**src/rtl/sbe_pkg.sv**
```systemverilog
package sbe_pkg;

  // Shape of the default code
  localparam int unsigned MSG_BITS_DEF = 4;
  localparam int unsigned PAR_BITS_DEF = 3;

  // Reset coefficients: column p1 = 4'b1000, p2 = 4'b1110, p3 = 4'b0111
  localparam logic [11:0] COEF_RESET_DEF = 12'h7E8;

  typedef enum logic {
    SLOT_EMPTY = 1'b0,
    SLOT_FULL  = 1'b1
  } slot_state_e;

endpackage

```
**src/rtl/sbe_coef_reg.sv**
```systemverilog
module sbe_coef_reg #(
  parameter int unsigned MSG_BITS = 4,
  parameter int unsigned PAR_BITS = 3,
  parameter int unsigned COEF_BITS = MSG_BITS * PAR_BITS,
  parameter logic [COEF_BITS-1:0] COEF_RESET = '0
) (
  input  logic                 clk,
  input  logic                 rst,
  input  logic                 wr_en,
  input  logic [COEF_BITS-1:0] wr_word,
  output logic [COEF_BITS-1:0] coef
);

  always_ff @(posedge clk) begin
    if (rst) begin
      coef <= COEF_RESET;
    end else if (wr_en) begin
      coef <= wr_word;
    end
  end

  // a write lands at its own edge
  p_cfg_load_r5: assert property (@(posedge clk) disable iff (rst)
    wr_en |=> coef == $past(wr_word));

  // without a write the coefficients do not move
  p_cfg_keep_r5: assert property (@(posedge clk) disable iff (rst)
    !wr_en |=> $stable(coef));

endmodule

```
**src/rtl/sbe_parity_core.sv**
```systemverilog
module sbe_parity_core #(
  parameter int unsigned MSG_BITS = 4,
  parameter int unsigned PAR_BITS = 3,
  parameter int unsigned COEF_BITS = MSG_BITS * PAR_BITS
) (
  input  logic [MSG_BITS-1:0]  msg,
  input  logic [COEF_BITS-1:0] coef,
  output logic [PAR_BITS-1:0]  parity
);

  // Column j produces parity bit j+1, which is placed MSB-first
  for (genvar j = 0; j < PAR_BITS; j++) begin : g_col
    logic [MSG_BITS-1:0] taps;
    assign taps = msg & coef[j*MSG_BITS +: MSG_BITS];
    assign parity[PAR_BITS-1-j] = ^taps;
  end

endmodule

```
**src/rtl/sbe_out_slot.sv**
```systemverilog
module sbe_out_slot #(
  parameter int unsigned WIDTH = 7
) (
  input  logic             clk,
  input  logic             rst,
  input  logic             load,
  input  logic [WIDTH-1:0] load_data,
  input  logic             take,
  output logic             slot_free,
  output logic             valid,
  output logic [WIDTH-1:0] data
);
  import sbe_pkg::*;

  slot_state_e state;
  logic        rst_d;

  assign valid     = (state == SLOT_FULL);
  assign slot_free = (state == SLOT_EMPTY) || take;

  always_ff @(posedge clk) begin
    if (rst) begin
      state <= SLOT_EMPTY;
    end else if (load) begin
      state <= SLOT_FULL;
    end else if (take) begin
      state <= SLOT_EMPTY;
    end
  end

  // The data register has no reset
  always_ff @(posedge clk) begin
    if (load) begin
      data <= load_data;
    end
  end

  always_ff @(posedge clk) begin
    rst_d <= rst;
  end

  // the cycle after reset shows an empty slot
  always_ff @(posedge clk) begin
    if (rst_d) begin
      p_reset_clear_r1: assert (!valid);
    end
  end

  // a stalled codeword stays put
  p_hold_stable_r7: assert property (@(posedge clk) disable iff (rst)
    valid && !take |=> valid && $stable(data));

  // a load always shows up at the next edge
  p_load_visible_r8: assert property (@(posedge clk) disable iff (rst)
    load |=> valid);

  // a drain with no refill empties the slot
  p_drain_empty_r8: assert property (@(posedge clk) disable iff (rst)
    valid && take && !load |=> !valid);

  // nothing is loaded over a stalled codeword
  p_no_overwrite_r9: assert property (@(posedge clk) disable iff (rst)
    valid && !take |-> !load);

endmodule

```
**src/rtl/sys_block_encoder.sv**
```systemverilog
module sys_block_encoder #(
  parameter int unsigned MSG_BITS = sbe_pkg::MSG_BITS_DEF,
  parameter int unsigned PAR_BITS = sbe_pkg::PAR_BITS_DEF,
  parameter logic [MSG_BITS*PAR_BITS-1:0] COEF_RESET = sbe_pkg::COEF_RESET_DEF
) (
  input  logic                           clk,
  input  logic                           rst,
  input  logic                           cfg_we,
  input  logic [MSG_BITS*PAR_BITS-1:0]   cfg_data,
  input  logic                           in_valid,
  input  logic [MSG_BITS-1:0]            in_data,
  output logic                           in_ready,
  output logic                           out_valid,
  output logic [MSG_BITS+PAR_BITS-1:0]   out_data,
  input  logic                           out_ready
);

  localparam int unsigned COEF_BITS = MSG_BITS * PAR_BITS;
  localparam int unsigned CW_BITS   = MSG_BITS + PAR_BITS;

  logic [COEF_BITS-1:0] coef;
  logic [PAR_BITS-1:0]  parity;
  logic [CW_BITS-1:0]   codeword;
  logic                 accept;
  logic                 slot_free;

  sbe_coef_reg #(
    .MSG_BITS  (MSG_BITS),
    .PAR_BITS  (PAR_BITS),
    .COEF_BITS (COEF_BITS),
    .COEF_RESET(COEF_RESET)
  ) u_coef (
    .clk    (clk),
    .rst    (rst),
    .wr_en  (cfg_we),
    .wr_word(cfg_data),
    .coef   (coef)
  );

  sbe_parity_core #(
    .MSG_BITS (MSG_BITS),
    .PAR_BITS (PAR_BITS),
    .COEF_BITS(COEF_BITS)
  ) u_par (
    .msg   (in_data),
    .coef  (coef),
    .parity(parity)
  );

  assign in_ready = slot_free;
  assign accept   = in_valid && slot_free;
  assign codeword = {in_data, parity};

  sbe_out_slot #(
    .WIDTH(CW_BITS)
  ) u_slot (
    .clk      (clk),
    .rst      (rst),
    .load     (accept),
    .load_data(codeword),
    .take     (out_ready),
    .slot_free(slot_free),
    .valid    (out_valid),
    .data     (out_data)
  );

  // the message reaches the upper codeword bits unchanged
  p_systematic_r2: assert property (@(posedge clk) disable iff (rst)
    in_valid && in_ready |=> out_data[CW_BITS-1 -: MSG_BITS] == $past(in_data));

  // the input is open only when the slot can take a message
  p_ready_rule_r6: assert property (@(posedge clk) disable iff (rst)
    out_valid && !out_ready |-> !in_ready);

endmodule

```
**config.mk**
```make
export PLATFORM = sky130hd
export DESIGN_NAME = sys_block_encoder
export DESIGN_NICKNAME = d
export VERILOG_FILES = /design/src/rtl/sbe_pkg.sv /design/src/rtl/sbe_coef_reg.sv /design/src/rtl/sbe_parity_core.sv /design/src/rtl/sbe_out_slot.sv /design/src/rtl/sys_block_encoder.sv
export SDC_FILE = /design/constraint.sdc
export NUM_CORES = 1
export LEC_CHECK = 0
export BUFFER_PORTS_ARGS = -buffer_cell sky130_fd_sc_hd__buf_4
export CAP_MARGIN = 20
export CORE_MARGIN = 2
export CORE_UTILIZATION = 35
export DETAILED_ROUTE_END_ITERATION = 6
export GPL_TIMING_DRIVEN = 1
export PLACE_DENSITY_LB_ADDON = 0.12
export SLEW_MARGIN = 5
export SYNTH_ARGS = -nofsm -noshare
export SYNTH_HDL_FRONTEND = slang
export SYNTH_SLANG_ARGS = --single-unit
```
**constraint.sdc**
```tcl
create_clock -name clk -period 1.33 [get_ports clk]
set_clock_uncertainty 0.1 [all_clocks]
set_input_delay 0.133 -clock clk [delete_from_list [all_inputs] [get_ports clk]]
set_output_delay 0.133 -clock clk [all_outputs]
set_load 0.02 [all_outputs]
```
## Word level (Yosys, flattened, before mapping)

Index checks and enable logic that the tools add are counted.
Widths: inputs -> output; s select.

| word-level totals | value |
|---|---|
| register bits | 20 |
| input port bits | 21 |
| word-level logic and storage cells | 15 |

| cells by class | value |
|---|---|
| reduce and logical (&&, ||, !) cells | 6 |
| bitwise operators | 4 |
| multiplexer cells | 2 |

Operators with widths:

| kind | number |
|---|---|
| $and 4x4->4 | 3 |
| $reduce_xor 4->1 | 3 |
| $mux 1 | 2 |
| $reduce_bool 2->1 | 1 |
| $logic_and 1x1->1 | 1 |
| $logic_or 1x1->1 | 1 |
| $not 1->1 | 1 |

## Logic depth before layout (Yosys ltp)

Gate-level depths: netlist (run 1).

| logic depth | value |
|---|---|
| word-level depth | 4 |
| mapped depth | 4 |
| gate-level depth less buffers | 3 |

## By module

A second synthesis (run 1) with hierarchy kept.

| second synthesis, totals | value |
|---|---|
| cells, all modules | 72 |
| area total of the unflattened synthesis | 854.6 um2 |

By module, submodules not included:

| module | cells an instance | seq. area each (um2) | area an instance (um2) | times used |
|---|---|---|---|---|
| sbe_coef_reg | 39 | 240.2 | 445.4 | 1 |
| sbe_out_slot | 11 | 230.2 | 256.5 | 1 |
| sbe_parity_core | 21 | 0.0 | 146.4 | 1 |
| sys_block_encoder | 1 | 0.0 | 6.3 | 1 |

## Least setup slack after synthesis (run 1)

OpenSTA, ideal clock, no wires.

| timing | value |
|---|---|
| path kind | register to register |
| start | register u_slot.state, in the netlist u_slot.valid |
| end | register u_slot.data[0], enable pin |
| data required time | 0.904 ns |
| arrival time | 0.888 ns |
| setup slack | 0.016 ns |
| cell stages (with the launch flop) | 3 |
| period minus slack after synthesis | 1.314 ns |
| cell sequence | dfxtp_1 > nand2b_1 > and2_1 |

| between the ends | value |
|---|---|
| word-level cells in the longest chain between the ends | 3 |

RTL lines:

| what | line | source |
|---|---|---|
| start: declaration | sbe_out_slot.sv:15 | `slot_state_e state;` |
| start signal: assignment | sbe_out_slot.sv:23 | `state <= SLOT_EMPTY;` |
| start signal: assignment | sbe_out_slot.sv:25 | `state <= SLOT_FULL;` |
| start signal: assignment | sbe_out_slot.sv:27 | `state <= SLOT_EMPTY;` |
| $not 1->1 | sbe_out_slot.sv:19 | `assign slot_free = (state == SLOT_EMPTY) \|\| take;` |
| $logic_or 1x1->1 | sbe_out_slot.sv:19 |  |
| net in_ready | sys_block_encoder.sv:12 | `output logic in_ready,` |
| $logic_and 1x1->1 | sys_block_encoder.sv:51 | `assign accept = in_valid && slot_free;` |
| net accept | sys_block_encoder.sv:24 | `logic accept;` |
| end signal: assignment | sbe_out_slot.sv:34 | `data <= load_data;` |
| end: declaration | sbe_out_slot.sv:11 | `output logic [WIDTH-1:0] data` |

The timed path passes the listed nets, and every way through them passes these cells.
A chain may end at the register's enable or synchronous reset.

## Worst setup path after layout (run 1)

| timing | value |
|---|---|
| start | input in_data[0] |
| end | register u_slot.data[0] (data pin) |

| between the ends | value |
|---|---|
| word-level cells in the longest chain between the ends | 2 |

RTL lines:

| what | line | source |
|---|---|---|
| start: declaration | sys_block_encoder.sv:11 | `input logic [MSG_BITS-1:0] in_data,` |
| $and 4x4->4 | sbe_parity_core.sv:14 | `assign taps = msg & coef[j*MSG_BITS +: MSG_BITS];` |
| $reduce_xor 4->1 | sbe_parity_core.sv:15 | `assign parity[PAR_BITS-1-j] = ^taps;` |
| net parity[0] | sys_block_encoder.sv:22 | `logic [PAR_BITS-1:0] parity;` |

The timed path passes the listed nets, and every way through them passes these cells.

==> results of run 1 <==
synth_stat cells, drive strengths merged:
cell type / n
nand2b: 1
edfxtp: 7
buf: 3
xor2: 3
a21oi: 1
mux2i: 5
a211o: 7
inv: 1
nor2b: 7
dfxtp: 13
nor2: 5
and2: 1
nand2: 12
xnor2: 6
metal layers:
metal / global-route usage (%) / vias to the layer above / routed length, um
met5: 0 / - / 0
met4: 6.410 / 0 / 13
met3: 2.571 / 2 / 74
met2: 20.83 / 19 / 766
met1: 15.86 / 293 / 662
li1: - / 336 / -
critical path, stage by stage:
cell and delay, ns:
dlygate4sd3_1 0.54, buf_4 0.15, nand2_1 0.08, xor2_1 0.20, xnor2_1 0.10
worst max path at each step:
stage,from,endpoint,cells after the start
after detailed placement,u_slot.valid,u_slot.data[6],2
after global routing,in_data[0],u_slot.data[2],5
final,in_data[0],u_slot.data[0],5
after global placement,u_slot.valid,u_slot.data[5],2
after CTS,in_data[0],u_slot.data[0],5
after floorplan,u_slot.valid,u_slot.data[0],2
logic make-up (layout without fill, tap and decap cells):
| family | count (synthesis) | after routing |
|---|---|---|
| AO/OA/AOI/OAI | 8 | 8 |
| flip-flops | 20 | 20 |
| multiplexers | 5 | 5 |
| AND/OR/NAND/NOR | 26 | 26 |
| XOR/XNOR | 9 | 9 |
| buffers and inverters | 4 | 52 |
metrics by stage:
stage	util, %	power [mW]
after floorplan	-	0.8511
after global placement	47.12	0.9400
after detailed placement	47.12	0.9436
after CTS	57.64	1.471
after global routing	57.64	1.533
final	57.64	1.460
final cells by class:
type	count	area share, %
Timing Repair Buffer	47	31.21
Clock inverter	1	2.355
Clock buffer	3	1.766
Multi-Input combinational cell	48	24.73
Sequential cell	20	36.90
Tap cell	28	2.748
Inverter	1	0.2944
power by group:
group	internal [mW]	switching [mW]	total [mW]
clock network	0.305	0.185	0.490
registers	0.686	0.0160	0.701
logic	0.154	0.114	0.268
sequential cells by signal, indices dropped and copies added (netlist names):
name and cells:
u_slot.valid 1, u_coef.coef 12, u_slot.data 7
cells in the final DEF (no fill, tap or decap):
cell type       n
a211o_1         7
a21oi_1         1
and2_1          1
buf_4          29
bufinv_16       1
clkbuf_4        3
dfxtp_1        13
dlygate4sd3_1  18
edfxtp_1        7
inv_1           1
mux2i_1         5
nand2_1        12
nand2b_1        1
nor2_1          5
nor2b_1         7
xnor2_1         6
xor2_1          3
what timing repair did:
action / CTS / global route
endpoints found under the hold margin: 17 / 0
setup buffers: 0 / 0
hold buffers: 18 / 0
endpoints found under the setup margin: 0 / 0
==> results.json, run 1 <==
{
  "gr-total-overflow": 0,
  "dp_cells": 126,
  "synthCells": 72,
  "fin_hold_ws_ns": 0.04726,
  "hold_class": "in2reg",
  "rr_startpoint": "u_slot.valid",
  "clk_latency_ns": 0.30,
  "die_w_um": 52.43,
  "dp_hpwl_mm": 1.053,
  "seq_area_sq_um": 470.5,
  "hp-start": "out_ready",
  "ys_seq_area_share_pct": 57.32,
  "cap_viol_max_count": 0,
  "die-area_sq_um": 2748,
  "clockRootBuffer": "clkbuf_4",
  "grt.total_usage_pct": 12.76,
  "max_freq_mhz": 812.3,
  "crit_required_ns": 1.29,
  "syn_to_final_growth_pct": 55.34,
  "cts_made_buffers": 3,
  "wire_per_inst_um": 10.24,
  "multi_input_area_sq_um": 315.3,
  "slew_violations": 0,
  "via_count": 650,
  "synthXorXnorAreaFrac_pct": 9.604,
  "routed_wl_mm": 1.516,
  "crit_fanout": 4,
  "synth_top_area_share_pct": 31.71,
  "clock-sinks": 20,
  "max-slew-margin-rel_pct": 80.79,
  "setup_ws_ns": 0.09891,
  "post_dp_cell_area_sq_um": 1042,
  "yosys_register_bits": 20,
  "hold_viol_final": 0,
  "route.antenna.remaining_nets": 0,
  "drtPass1Iterations": 4,
  "timing.rr.end": "u_slot.data[2]",
  "synth_compound_area_share_pct": 8.079,
  "p_leak_nw": 0.5563,
  "chipHeight_um": 52.43,
  "yosysWarnings": 0,
  "n_fill_cell": 215,
  "synthMuxAreaShare_pct": 6.098,
  "synth_adder_area_share_pct": 0,
  "viasPerCell": 4.392,
  "irDropWorstVdd_mv": 0.8100,
  "grt_pass1_wl_mm": 2.546,
  "finalSetupTns_ns": 0,
  "crit_path_end_kind": "flop",
  "final_cell_count_no_fill": 148,
  "htree_levels": 1,
  "r2r_cells": 2,
  "period_minus_slack_ns": 1.231,
  "setup_viol": 0,
  "synth_top_family_by_area": "simple AND/OR/NAND/NOR gates",
  "drive_above_1_share_pct": 27.50,
  "hold_path_depth": 3,
  "port_buffers": 29,
  "rrSetupSlack_ns": 0.19,
  "pre_cts_slack_ns": 0.1945,
  "pwr_density_cell_nw_per_um2": 1145,
  "status": "complete, no violations",
  "drt_iter0_markers": 8,
  "clkTransAtPathRegs_ns": 0.11,
  "worst-setup-path-type": "in2reg",
  "rsz0062_at_grt": "false",
  "grt_pass1_vias": 586,
  "syn_nets": 93,
  "initial_utilization_pct": 37.10,
  "stdcell_area_sq_um": 1275,
  "cts_resized": 0,
  "synth_area_leader_cell": "dfxtp_1",
  "grt_antenna_before_repair": 0,
  "cp-start-kind": "input port",
  "nNetsFinal": 142,
  "cp.arrival_ns": 1.20,
  "clockBufferDepth": 2,
  "min_to": "u_slot.valid",
  "synth_area_leaders": "dfxtp_1, edfxtp_1, a211o_1",
  "fin_crit_sh_pct": 92.56,
  "synth_area_sq_um": 820.8,
  "syn_area_per_cell_sq_um": 11.40,
  "worst_pin_slew_ns": 0.2881,
  "tritoncts": "done",
  "netlist-cell-type-count": 16,
  "coreArea_sq_um": 2212,
  "ios": 30,
  "antenna_cells": 0,
  "yosys.area_share.simple_pct": 14.63,
  "grt_start_max_net_pins": 20,
  "gp_congestion": 0.6656,
  "num_rows": 17,
  "drc": 0
}
No activity file was read; power rests on OpenSTA's default activity.
==> run 2: changes to the inputs <==
--- a/config.mk
+++ b/config.mk
@@ -12,6 +12,7 @@
 export DETAILED_ROUTE_END_ITERATION = 6
 export GPL_TIMING_DRIVEN = 1
 export PLACE_DENSITY_LB_ADDON = 0.12
+export RECOVER_POWER = 25
 export SLEW_MARGIN = 5
 export SYNTH_ARGS = -nofsm -noshare
 export SYNTH_HDL_FRONTEND = slang
==> results.json, run 2 (synthesis results as in run 1) <==
{
  "irDropWorstVdd_mv": 0.8099,
  "gp_congestion": 0.6656,
  "initial_utilization_pct": 37.10,
  "grt_pass1_wl_mm": 2.546,
  "route.antenna.remaining_nets": 0,
  "cp-start-kind": "input port",
  "clock-sinks": 20,
  "via_count": 650,
  "drt_iter0_markers": 8,
  "regMostFlops": "u_coef.coef",
  "dp_hpwl_mm": 1.053,
  "antenna_cells": 0,
  "wire_per_inst_um": 10.26,
  "clk_latency_ns": 0.30,
  "htree_levels": 1,
  "die_w_um": 52.43,
  "p_leak_nw": 0.5526,
  "die-area_sq_um": 2748,
  "final_cell_count_no_fill": 148,
  "drc": 0,
  "post_dp_cell_area_sq_um": 1042,
  "drive_above_1_share_pct": 26.67,
  "n_fill_cell": 216,
  "postCtsSetupRepairBufs": 0,
  "clockRootBuffer": "clkbuf_4",
  "crit_required_ns": 1.29,
  "largest_reg_flops": 12,
  "worst-setup-path-type": "in2reg",
  "viasPerCell": 4.392,
  "cts_made_buffers": 3,
  "grt_start_max_net_pins": 20,
  "hold_viol_final": 0,
  "drtPass1Iterations": 4,
  "max-slew-margin-rel_pct": 61.52,
  "nNetsFinal": 142,
  "num_rows": 17,
  "max_freq_mhz": 812.3,
  "cts_resized": 0,
  "hold_class": "in2reg",
  "grt_antenna_before_repair": 0,
  "hold_buffers": 18,
  "layout_commonest_cell": "buf_4",
  "fin_hold_ws_ns": 0.04720,
  "gr-total-overflow": 0,
  "stdcell_area_sq_um": 1271,
  "grt_pass1_vias": 586,
  "coreArea_sq_um": 2212,
  "status": "complete, no violations",
  "rsz0062_at_grt": "false",
  "pwr_density_cell_nw_per_um2": 1147,
  "dp_cells": 126,
  "finalSetupTns_ns": 0,
  "cap_viol_max_count": 0,
  "clockBufferDepth": 2,
  "clkTransAtPathRegs_ns": 0.11,
  "syn_to_final_growth_pct": 54.88,
  "ios": 30,
  "setup_viol": 0,
  "layout_common_cells": "buf_4, dlygate4sd3_1, dfxtp_1",
  "tritoncts": "done",
  "routed_wl_mm": 1.519,
  "chipHeight_um": 52.43,
  "grt.total_usage_pct": 12.76,
  "power.total_mw": 1.458,
  "period_minus_slack_ns": 1.231,
  "slew_violations": 0,
  "fin_crit_sh_pct": 92.56,
  "worst_pin_slew_ns": 0.5772,
  "crit_fanout": 4,
  "crit_path_end_kind": "flop",
  "cp.arrival_ns": 1.20,
  "port_buffers": 29
}
[run 2: cell count changes in the layout (fill, tap and decap cells not counted), sizes merged]
cell | before | now
buf | 29 | 28
clkbuf | 3 | 4
[run 2: critical path, stage by stage]
cell           delay [ns]
dlygate4sd3_1        0.54
buf_4                0.15
nand2_1              0.08
xor2_1               0.20
xnor2_1              0.10
[run 2: per-stage QoR]
step / util, % / setup WS (ns)
2_1_floorplan: - / 0.01589
6_report: 57.47 / 0.09893
4_1_cts: 57.64 / 0.1046
3_5_place_dp: 47.12 / 0.1945
5_1_grt: 57.47 / 0.06248
3_3_place_gp: 47.12 / 0.2252
[run 2: final cells by class]
| class | count | area [sq um] | area share (%) |
|---|---|---|---|
| sequential | 20 | 470.5 | 37.01 |
| inverter | 1 | 3.754 | 0.2953 |
| clock inverter | 1 | 30.03 | 2.362 |
| timing repair buffer | 47 | 394.1 | 31.00 |
| tap | 28 | 35.03 | 2.756 |
| clock buffer | 3 | 22.52 | 1.772 |
| multi-input combinational | 48 | 315.3 | 24.80 |
[run 2: metal layers]
metal	share of wire, %	up-vias	global-route usage [%]
met4	0.86	0	6.410
met5	0	-	0
met2	50	19	20.83
li1	-	337	-
met3	4.9	2	2.571
met1	44	292	15.86
[run 2: report_power, final]
group          switching, mW  internal, mW  leakage (nW)
Combinational          0.114         0.153         0.349
Clock                  0.185         0.305        0.0279
Sequential            0.0159         0.686         0.176
Total                  0.316          1.14         0.553
[run 2: worst paths after layout]
check	startpoint	endpoint	slack [ns]	depth (start not counted)
setup / recovery	in_data[0]	u_slot.data[0]	0.1	5
hold / removal	out_ready	u_slot.valid	0.05	3
setup reg to reg	u_slot.valid	u_slot.data[2]	0.19	2
hold reg to reg	u_coef.coef[0]	u_coef.coef[0]	0.41	2
==> run 3: changes to the inputs <==
--- a/config.mk
+++ b/config.mk
@@ -10,7 +10,7 @@
 export CORE_MARGIN = 2
 export CORE_UTILIZATION = 35
 export DETAILED_ROUTE_END_ITERATION = 6
-export GPL_TIMING_DRIVEN = 1
+export GPL_TIMING_DRIVEN = 0
 export PLACE_DENSITY_LB_ADDON = 0.12
 export RECOVER_POWER = 25
 export SLEW_MARGIN = 5
==> results.json, run 3 (synthesis results as in run 1) <==
{
  "rrSetupSlack_ns": 0.19,
  "htree_levels": 1,
  "cts_made_buffers": 3,
  "clockRootBuffer": "clkbuf_4",
  "cp-endpoint": "u_slot.data[0]",
  "slowest_stage": "dlygate4sd3_1",
  "critPathLaunch": "in_data[1]",
  "status": "complete, no violations",
  "post_dp_cell_area_sq_um": 1066,
  "regMostFlops": "u_coef.coef",
  "slew_violations": 0,
  "finalSetupTns_ns": 0,
  "routed_wl_mm": 1.567,
  "die_w_um": 52.43,
  "nNetsFinal": 144,
  "grt_antenna_before_repair": 0,
  "hold_class": "in2reg",
  "grt.total_usage_pct": 13.80,
  "r2r_cells": 2,
  "period_minus_slack_ns": 1.227,
  "clockBufferDepth": 2,
  "viasPerCell": 4.413,
  "p_leak_nw": 0.5517,
  "gr-total-overflow": 0,
  "largest_reg_flops": 12,
  "gp_congestion": 0.6874,
  "hold_viol_final": 0,
  "cap_viol_max_count": 0,
  "drt_iter0_markers": 12,
  "max-slew-margin-rel_pct": 80.96,
  "port_buffers": 28,
  "rr_startpoint": "u_slot.valid",
  "grt_pass1_wl_mm": 2.663,
  "tritoncts": "done",
  "cts_resized": 0,
  "grt_start_max_net_pins": 12,
  "crit_fanout": 4,
  "worst_pin_slew_ns": 0.2856,
  "slowest_delay_ns": 0.54,
  "drc": 0,
  "hold_buffers": 18,
  "ios": 30,
  "layout_commonest_cell": "buf_4",
  "grt_pass1_vias": 633,
  "antenna_cells": 0,
  "initial_utilization_pct": 37.10,
  "pwr_density_cell_nw_per_um2": 997.3,
  "setup_viol": 0,
  "postCtsSetupRepairBufs": 0,
  "cp-start-kind": "input port",
  "clock-sinks": 20,
  "wire_per_inst_um": 10.45,
  "crit_required_ns": 1.28,
  "syn_to_final_growth_pct": 54.57,
  "die-area_sq_um": 2748,
  "drtPass1Iterations": 4,
  "timing.rr.end": "u_slot.data[2]",
  "irDropWorstVdd_mv": 0.7174,
  "max_freq_mhz": 815.2,
  "fin_crit_sh_pct": 92.23,
  "stdcell_area_sq_um": 1269,
  "rsz0062_at_grt": "false",
  "layout_common_cells": "buf_4, dlygate4sd3_1, dfxtp_1",
  "route.antenna.remaining_nets": 0,
  "crit_path_end_kind": "flop",
  "coreArea_sq_um": 2212,
  "clkTransAtPathRegs_ns": 0.10,
  "num_rows": 17,
  "clk_latency_ns": 0.29,
  "worstPathCellList": "dlygate4sd3_1 -> buf_4 -> nand2_1 -> xor2_1 -> xnor2_1",
  "cp.arrival_ns": 1.18,
  "worst-setup-path-type": "in2reg",
  "via_count": 662,
  "chipHeight_um": 52.43,
  "drive_above_1_share_pct": 27.05
}
-- run 3: metal layers --
metal	GRT usage [%]	up-vias	wire [um]
li1	-	342	-
met1	15.34	299	663
met2	24.38	19	814
met3	2.571	2	73
met4	7.692	0	16
met5	0	-	0
-- run 3: worst min path at each step --
stage	from	endpoint	depth (start not counted)
floorplan	rst	u_coef.coef[3]	1
global placement	cfg_data[6]	u_coef.coef[6]	2
detailed placement	cfg_data[7]	u_coef.coef[7]	2
CTS	cfg_we	u_coef.coef[11]	3
global route	cfg_we	u_coef.coef[1]	3
finish	cfg_we	u_coef.coef[11]	3
-- run 3: area by class of cell --
class	count	area [sq um]
Sequential cell	20	470.5
Multi-Input combinational cell	48	315.3
Buffer	3	31.28
Clock buffer	4	26.28
Fill cell	211	943.4
Tap cell	28	35.03
Timing Repair Buffer	46	386.6
Inverter	1	3.754
-- run 3: power breakdown --
part | switching [mW] | leakage, nW | internal [mW]
registers | 0.0165 | 0.176 | 0.686
logic | 0.116 | 0.361 | 0.159
clock network | 0.172 | 0.0150 | 0.117
-- run 3: worst max-delay path: cells and delay by family --
family	cells	cell delay [ns]
xor+xnor	2	0.29
buf+inv	2	0.69
simple gates	1	0.07
-- run 3: through the flow --
stage / cells / hold slack (ns) / utilization, % / setup slack [ns] / power [mW]
final: 150 / 0.05112 / 57.35 / 0.1033 / 1.265
after CTS: 150 / 0.04601 / 57.52 / 0.1144 / 1.284
after floorplan: 72 / 0.1316 / - / 0.01589 / 0.8511
after global routing: 150 / 0.07404 / 57.35 / 0.05163 / 1.329
after global placement: 128 / 0.2403 / 48.19 / 0.2026 / 0.9494
after detailed placement: 128 / 0.2449 / 48.19 / 0.1858 / 0.9543
